--- config.mk ---
export PLATFORM = sky130hd
export DESIGN_NAME = cfg_stream_seq
export DESIGN_NICKNAME = d
export VERILOG_FILES = /design/src/rtl/cfg_seq_pkg.sv /design/src/rtl/cfg_seq_timer.sv /design/src/rtl/cfg_seq_serializer.sv /design/src/rtl/cfg_stream_seq.sv
export SDC_FILE = /design/constraint.sdc
export NUM_CORES = 1
export LEC_CHECK = 0
export ABC_AREA = 1
export CORE_MARGIN = 1.5
export CORE_UTILIZATION = 44
export DETAILED_ROUTE_END_ITERATION = 8
export PLACE_DENSITY = 0.76
export SKIP_LAST_GASP = 1
export SYNTH_ARGS = -nofsm -noshare
export SYNTH_HDL_FRONTEND = slang
export SYNTH_SLANG_ARGS = --single-unit
--- constraint.sdc ---
create_clock -name clk -period 1.8 [get_ports clk]
set_input_delay 0.54 -clock clk [delete_from_list [all_inputs] [get_ports clk]]
set_output_delay 0.54 -clock clk [all_outputs]
set_load 0.05 [all_outputs]
--- src/rtl/cfg_seq_pkg.sv ---
// Package: shared types for the passive configuration stream sequencer.
// Holds the mode encoding, the controller state encoding and the
// per-byte clock pulse count for each mode.
package cfg_seq_pkg;

    localparam int BITS_PER_BYTE = 8;
    localparam int SECURE_EXTRA  = 3;

    typedef enum logic [1:0] {
        MODE_SERIAL = 2'b00,
        MODE_BYTE   = 2'b01,
        MODE_SECURE = 2'b10,
        MODE_BAD    = 2'b11
    } cfg_mode_e;

    typedef enum logic [2:0] {
        S_IDLE,
        S_CFG_LOW,
        S_CFG_WAIT,
        S_FETCH,
        S_CLK_LO,
        S_CLK_HI,
        S_TRAIL_LO,
        S_DONE_WAIT
    } cfg_state_e;

    // Number of rising clock edges one byte needs in the given mode
    function automatic logic [3:0] pulses_for(input cfg_mode_e m);
        case (m)
            MODE_SERIAL: return 4'(BITS_PER_BYTE);
            MODE_SECURE: return 4'(1 + SECURE_EXTRA);
            default:     return 4'd1;
        endcase
    endfunction

endpackage

--- src/rtl/cfg_seq_timer.sv ---
// Module: cfg_seq_timer
// Down-counting interval timer shared by every timed phase of a session.
// Assumes: load is given once on entry to a phase; expire rises in the
// last cycle of an interval of exactly load_val cycles (load_val >= 1).
module cfg_seq_timer #(
    parameter int TW = 16
) (
    input  logic          clk,
    input  logic          rst_n,
    input  logic          load,
    input  logic [TW-1:0] load_val,
    output logic          expire
);

    logic [TW-1:0] cnt;

    // Count down from the loaded value and stop at zero
    always_ff @(posedge clk) begin
        if (!rst_n) begin
            cnt <= '0;
        end else if (load) begin
            cnt <= load_val;
        end else if (cnt != '0) begin
            cnt <= cnt - 1'b1;
        end
    end

    // Last cycle of the interval
    assign expire = (cnt == TW'(1));

endmodule

--- src/rtl/cfg_seq_serializer.sv ---
// Module: cfg_seq_serializer
// Holds the byte being sent, presents it on the data bus for the chosen
// mode and counts the clock pulses still owed for that byte.
// Assumes: load and advance are never high in the same cycle; advance
// is given once per completed high phase.
module cfg_seq_serializer
    import cfg_seq_pkg::*;
(
    input  logic       clk,
    input  logic       rst_n,
    input  logic       load,
    input  logic [7:0] byte_in,
    input  cfg_mode_e  mode_in,
    input  logic       advance,
    output logic [7:0] bus,
    output logic       last_pulse
);

    logic [7:0] shreg;
    logic [3:0] left;
    logic       serial_q;

    // Latch the byte, then step bits (serial) and the pulse budget
    always_ff @(posedge clk) begin
        if (!rst_n) begin
            shreg    <= '0;
            left     <= '0;
            serial_q <= 1'b0;
        end else if (load) begin
            shreg    <= byte_in;
            left     <= pulses_for(mode_in);
            serial_q <= (mode_in == MODE_SERIAL);
        end else if (advance && left != 4'd0) begin
            left <= left - 4'd1;
            if (serial_q) begin
                shreg <= {1'b0, shreg[7:1]};
            end
        end
    end

    // Serial mode drives bit 0 only; byte modes drive the whole byte
    assign bus        = serial_q ? {7'b0, shreg[0]} : shreg;
    assign last_pulse = (left == 4'd1);

endmodule

--- src/rtl/cfg_stream_seq.sv ---
// Module: cfg_stream_seq (top)
// Sequences a passive FPGA configuration session: timed reset pulse,
// setup wait, per-byte status check and clocking, trailing edge and
// completion sample. All delays are counted in system clocks.
// Assumes: fpga_nstatus and fpga_confdone are already synchronous to
// clk; start is a single-cycle request and is ignored while busy.
module cfg_stream_seq
    import cfg_seq_pkg::*;
#(
    parameter int CLK_HZ     = 50_000_000,
    parameter int PULSE_US   = 5,
    parameter int WAIT_US    = 100,
    parameter int DONE_US    = 100,
    parameter int PHASE_CLKS = 2,
    parameter int CNT_W      = 16
) (
    input  logic             clk,
    input  logic             rst_n,
    input  logic             start,
    input  logic [1:0]       mode,
    input  logic [CNT_W-1:0] byte_count,
    input  logic [7:0]       in_data,
    input  logic             in_valid,
    output logic             in_ready,
    output logic             fpga_ncfg,
    output logic             fpga_dclk,
    output logic [7:0]       fpga_data,
    input  logic             fpga_nstatus,
    input  logic             fpga_confdone,
    output logic             busy,
    output logic             done,
    output logic             error,
    output logic             abort,
    output logic [CNT_W-1:0] sent_count
);

    localparam int CYC_PER_US = (CLK_HZ / 1_000_000 < 1) ? 1 : CLK_HZ / 1_000_000;
    localparam int PULSE_EFF  = (PULSE_US < 2) ? 2 : PULSE_US;
    localparam int PULSE_CYC  = CYC_PER_US * PULSE_EFF;
    localparam int WAIT_CYC   = (WAIT_US < 1) ? 1 : CYC_PER_US * WAIT_US;
    localparam int DONE_CYC   = (DONE_US < 1) ? 1 : CYC_PER_US * DONE_US;
    localparam int PHASE_CYC  = (PHASE_CLKS < 1) ? 1 : PHASE_CLKS;
    localparam int MAX_A      = (PULSE_CYC > WAIT_CYC) ? PULSE_CYC : WAIT_CYC;
    localparam int MAX_B      = (DONE_CYC > PHASE_CYC) ? DONE_CYC : PHASE_CYC;
    localparam int MAX_CYC    = (MAX_A > MAX_B) ? MAX_A : MAX_B;
    localparam int TW         = $clog2(MAX_CYC + 1);

    cfg_state_e       state;
    cfg_mode_e        mode_q;
    logic             ncfg_q, dclk_q, busy_q, done_q, err_q, abort_q;
    logic [CNT_W-1:0] sent_q, remain_q;

    logic             tmr_load, tmr_exp;
    logic [TW-1:0]    tmr_val;
    logic             ser_load, ser_adv, ser_last;
    logic [7:0]       ser_bus;
    logic             start_ok;

    // A start is accepted only with a non-zero count and a defined mode
    assign start_ok = (byte_count != '0) && (cfg_mode_e'(mode) != MODE_BAD);

    // Handshake open only while waiting for a byte with healthy status
    assign in_ready = (state == S_FETCH) && fpga_nstatus;

    cfg_seq_timer #(.TW(TW)) u_timer (
        .clk      (clk),
        .rst_n    (rst_n),
        .load     (tmr_load),
        .load_val (tmr_val),
        .expire   (tmr_exp)
    );

    cfg_seq_serializer u_ser (
        .clk        (clk),
        .rst_n      (rst_n),
        .load       (ser_load),
        .byte_in    (in_data),
        .mode_in    (mode_q),
        .advance    (ser_adv),
        .bus        (ser_bus),
        .last_pulse (ser_last)
    );

    // Timer reloads and serializer strobes for the next phase
    always_comb begin
        tmr_load = 1'b0;
        tmr_val  = '0;
        ser_load = 1'b0;
        ser_adv  = 1'b0;
        case (state)
            S_IDLE: begin
                if (start && start_ok) begin
                    tmr_load = 1'b1;
                    tmr_val  = TW'(PULSE_CYC);
                end
            end
            S_CFG_LOW: begin
                if (tmr_exp) begin
                    tmr_load = 1'b1;
                    tmr_val  = TW'(WAIT_CYC);
                end
            end
            S_FETCH: begin
                if (fpga_nstatus && in_valid) begin
                    ser_load = 1'b1;
                    tmr_load = 1'b1;
                    tmr_val  = TW'(PHASE_CYC);
                end
            end
            S_CLK_LO: begin
                if (tmr_exp) begin
                    tmr_load = 1'b1;
                    tmr_val  = TW'(PHASE_CYC);
                end
            end
            S_CLK_HI: begin
                if (tmr_exp) begin
                    ser_adv = 1'b1;
                    if (!ser_last || remain_q == CNT_W'(1)) begin
                        tmr_load = 1'b1;
                        tmr_val  = TW'(PHASE_CYC);
                    end
                end
            end
            S_TRAIL_LO: begin
                if (tmr_exp) begin
                    tmr_load = 1'b1;
                    tmr_val  = TW'(DONE_CYC);
                end
            end
            default: ;
        endcase
    end

    // Session controller: pins, result flags and byte bookkeeping
    always_ff @(posedge clk) begin
        if (!rst_n) begin
            state    <= S_IDLE;
            mode_q   <= MODE_SERIAL;
            ncfg_q   <= 1'b1;
            dclk_q   <= 1'b0;
            busy_q   <= 1'b0;
            done_q   <= 1'b0;
            err_q    <= 1'b0;
            abort_q  <= 1'b0;
            sent_q   <= '0;
            remain_q <= '0;
        end else begin
            abort_q <= 1'b0;
            case (state)
                S_IDLE: begin
                    if (start) begin
                        done_q <= 1'b0;
                        if (start_ok) begin
                            state    <= S_CFG_LOW;
                            ncfg_q   <= 1'b0;
                            busy_q   <= 1'b1;
                            err_q    <= 1'b0;
                            sent_q   <= '0;
                            remain_q <= byte_count;
                            mode_q   <= cfg_mode_e'(mode);
                        end else begin
                            err_q   <= 1'b1;
                            abort_q <= 1'b1;
                        end
                    end
                end
                S_CFG_LOW: begin
                    if (tmr_exp) begin
                        ncfg_q <= 1'b1;
                        state  <= S_CFG_WAIT;
                    end
                end
                S_CFG_WAIT: begin
                    if (tmr_exp) begin
                        state <= S_FETCH;
                    end
                end
                S_FETCH: begin
                    if (!fpga_nstatus) begin
                        err_q   <= 1'b1;
                        abort_q <= 1'b1;
                        busy_q  <= 1'b0;
                        state   <= S_IDLE;
                    end else if (in_valid) begin
                        state <= S_CLK_LO;
                    end
                end
                S_CLK_LO: begin
                    if (tmr_exp) begin
                        dclk_q <= 1'b1;
                        state  <= S_CLK_HI;
                    end
                end
                S_CLK_HI: begin
                    if (tmr_exp) begin
                        dclk_q <= 1'b0;
                        if (ser_last) begin
                            sent_q   <= sent_q + 1'b1;
                            remain_q <= remain_q - 1'b1;
                            state    <= (remain_q == CNT_W'(1)) ? S_TRAIL_LO : S_FETCH;
                        end else begin
                            state <= S_CLK_LO;
                        end
                    end
                end
                S_TRAIL_LO: begin
                    if (tmr_exp) begin
                        dclk_q <= 1'b1;
                        state  <= S_DONE_WAIT;
                    end
                end
                S_DONE_WAIT: begin
                    if (tmr_exp) begin
                        dclk_q <= 1'b0;
                        busy_q <= 1'b0;
                        state  <= S_IDLE;
                        if (fpga_confdone) begin
                            done_q <= 1'b1;
                        end else begin
                            err_q   <= 1'b1;
                            abort_q <= 1'b1;
                        end
                    end
                end
                default: state <= S_IDLE;
            endcase
        end
    end

    assign fpga_ncfg  = ncfg_q;
    assign fpga_dclk  = dclk_q;
    assign fpga_data  = ser_bus;
    assign busy       = busy_q;
    assign done       = done_q;
    assign error      = err_q;
    assign abort      = abort_q;
    assign sent_count = sent_q;

endmodule

==> run_results.csv, run 1 <==
group,metric,value,unit
setup_path,worst_setup_path_start_kind,"flip-flop",
pwr,powerDensity,1170,nW/µm²
setup_path,worstPathRequired,2040,ps
status,status,"complete, but fails checks",
final_layout,synthToLayoutAreaGrowth,41.7,%
detailed_routing,drt_iter0_drc,215,
final_layout,fillers,794,
placement,io_buffers,62,
yosys,ys_seq_area_share,32.7,%
cts,ctsHtreeMaxLevel,3,
floorplan,fp-row-count,35,
yosys,ys_async_sr_fraction,0,%
grt,grt_usage,22.8,%
setup_path,crit_fanout,7,
yosys,syn-cell-area,4220,µm²
flow_run,max-cap-violations,0,
cts,clk_path_buf_depth,2,
setup_path,crit_path_end_kind,"flip-flop",
floorplan,coreArea,9280,µm²
status,violations,"negative setup slack",
cts,cts_tree,"yes",
cts,clock_latency,350,ps
timing,min_period_over_period,100,%
yosys,yosys-top-cells-area,"dfxtp_1 33%, nand2_1 16%, nor2_1 8.1%",
pwr,ir_worst_vdd,0.000521,V
detailed_routing,drc,0,
floorplan,die_h,101,µm
yosys,synthTopCellsByCount,"179 x nand2_1, 91 x nor2_1, 69 x dfxtp_1",
placement,globalplace.congestion,0.978,
floorplan,die_x,101,µm
timing,min_period,1810,ps
cts,path_clk_slew,80,ps
yosys,synth_top_cell_by_area,"dfxtp_1",
detailed_routing,vias,4674,
setup_path,crit_chain,"inv_1, nor2_2, nand2_1, o21ai_0, o21ai_1, nand3_1, nor2_2, inv_1, nand2_1, a21oi_1",
timing,fin_skew,6.24,ps
pwr,p_leak,2.65,nW
setup_path,cp_top_family,"simple AND/OR/NAND/NOR gates",
yosys,syn-num-nets,695,
timing,tightestPinTransition,428,ps
timing,setup_viol,1,
cts,hold_buffers,0,
timing,fmax,0.554,GHz
final_layout,nets,802,
setup_path,slowest_delay,380,ps
floorplan,boundaryPins,63,
yosys,ys_types,41,
detailed_routing,firstDrtPassIters,5,
detailed_routing,vias_per_cell,5.22,
yosys,yosysMostFrequentCell,"nand2_1",
final_layout,n_antenna_cell,0,
timing,hold_violations,0,
yosys,ys.flop_type,"dfxtp_1",
setup_path,worst-path-buf-inv,2,
detailed_routing,antenna_left,0,
yosys,ys_ff_latch,69,
yosys,syn_inst,655,
cts,clock_sinks,69,
setup_path,cp_slowest_cell,"dfxtp_4",
detailed_routing,wl,11800,µm
setup_path,ff2ff_setup_slack,-5,ps
final_layout,drive_gt1_share,20.3,%
grt,grt_max_degree,30,
grt,overflow,0,
yosys,synth_edf_count,0,
placement,post-place-ws,-578,ps
timing,grt_setup_unrepaired,"yes",
cts,cts_buffers,9,
yosys,syn_avg_cell_area,6.44,µm²
yosys,synth_top_area_share,32.7,%
timing,timing.final.ws_setup,-5.22,ps
grt,antenna_found_initial,0,
timing,slew_headroom,71.2,%
floorplan,dieArea,10200,µm²
timing,slew_viol_final,0,
grt,grt_pass1_vias,4371,
min_path,holdCritPathClass,"flip-flop to flip-flop",
yosys,synth_warnings,0,
floorplan,initial_core_util,45.5,%
detailed_routing,drt-wirelength-per-cell,13.2,µm
final_layout,final_util,64.4,%
placement,place_hpwl,8220,µm
cts,clock-root-buffer,"clkbuf_8",
setup_path,path_class,"flip-flop to flip-flop",
setup_path,arrival,2040,ps
grt,grt_pass1_wl,18800,µm
-- placed cells by master, fill, tap and decap left out, types with 3 or more instances in the layout --
| cell type | instances |
|---|---|
| nand2_1 | 174 |
| nor2_1 | 86 |
| dfxtp_1 | 62 |
| a21oi_1 | 53 |
| inv_1 | 53 |
| buf_4 | 50 |
| nand3_1 | 43 |
| o21ai_0 | 31 |
| buf_12 | 29 |
| xor2_1 | 19 |
| dlymetal6s2s_1 | 15 |
| clkdlybuf4s50_1 | 13 |
| nor2_2 | 11 |
| nor3_1 | 10 |
| xnor2_1 | 9 |
| clkbuf_8 | 9 |
| nand2_2 | 8 |
| o21ai_1 | 8 |
| ha_1 | 8 |
| nand4_1 | 7 |
| inv_2 | 7 |
| dfxtp_2 | 5 |
| nor2_4 | 4 |
| buf_6 | 4 |
| nand3b_1 | 3 |
| nand3_2 | 3 |
| inv_6 | 3 |
| dlygate4sd2_1 | 3 |
-- cell type report --
cell class                 count  area, µm²  share of cell area, %
tap                          129        161                   2.70
clock buffer                   9        124                   2.07
inverter                      62        245                   4.10
timing repair inverter         1       8.76                  0.146
timing repair buffer         117       1410                   23.6
multi-input combinational    502       2540                   42.4
clock inverter                 7       97.6                   1.63
sequential                    69       1400                   23.3
-- worst reg2reg max path, delay by kind of cell (launching register included) --
family,cells,cell delay (ps)
simple gates,5,660
compound gates,3,440
buf+inv,2,220
flops,1,380
-- repair_timing --
item                                    4_1_cts  5_1_grt
gates resized for setup                      30       32
setup buffers                                 2       11
gates cloned                                  1        2
pin swaps                                     6       12
endpoints found under the setup margin       44       60
hold endpoints to repair                      0        0
-- worst paths after layout --
kind,from,cells past startpoint,to
setup / recovery,state[0]$_SDFFE_PN0P_,10,state[0]$_SDFFE_PN0P_
hold / removal,error$_SDFFE_PN0P_,2,error$_SDFFE_PN0P_
setup reg to reg,state[0]$_SDFFE_PN0P_,10,state[0]$_SDFFE_PN0P_
hold reg to reg,error$_SDFFE_PN0P_,2,error$_SDFFE_PN0P_
-- flip-flops by register name (all words and copies together), names as in the netlist --
register,count
remain_q,16
sent_count,16
u_timer.cnt,13
u_ser.shreg,8
u_ser.left,4
state,3
mode_q,2
abort,1
busy,1
done,1
error,1
fpga_dclk,1
fpga_ncfg,1
u_ser.serial_q,1
-- cells by family after synthesis --
family | synth area share, %
buffers and inverters | 8.63
muxes | 0.474
and+or+nand+nor | 36.4
adders and majority gates | 2.37
xor gates and xnor gates | 5.81
AOI/OAI and AO/OA | 13.6
DFF | 32.7
-- layer usage --
| layer | vias up | track usage [%] | wire [µm] |
|---|---|---|---|
| met5 | - | 0 | 0 |
| met4 | 0 | 7.59 | 206 |
| met3 | 26 | 4.99 | 672 |
| met2 | 167 | 42.1 | 6140 |
| met1 | 2156 | 25.9 | 4830 |
| li1 | 2325 | - | - |
-- metrics by stage --
stage,std cells,hold WS [ps],area (µm²),setup TNS (ps),power (mW)
after floorplan,655,441,4220,0,4.25
after global placement,864,446,5440,-25000,5.02
after detailed placement,864,449,5440,-27080,5.11
after CTS,883,462,5780,-296,6.69
after global routing,896,478,5980,-345,7.46
final,896,459,5980,-5.22,6.99
-- report_power, final --
part,internal (mW),switching [mW],total [mW],leakage [nW]
registers,1.82,0.284,2.10,0.566
clock network,0.787,0.652,1.44,0.106
logic,1.49,1.96,3.45,1.98
total,4.09,2.90,6.99,2.65
Note: power is estimated with default switching activity, not from simulation.
==> run 2: changes to the inputs <==
Settings changed: ABC_CLOCK_PERIOD_IN_PS set to 1800, CTS_CLUSTER_DIAMETER set to 50.
==> results of run 2 <==
The final DEF is identical to that of run 1; final timing and power are the same.
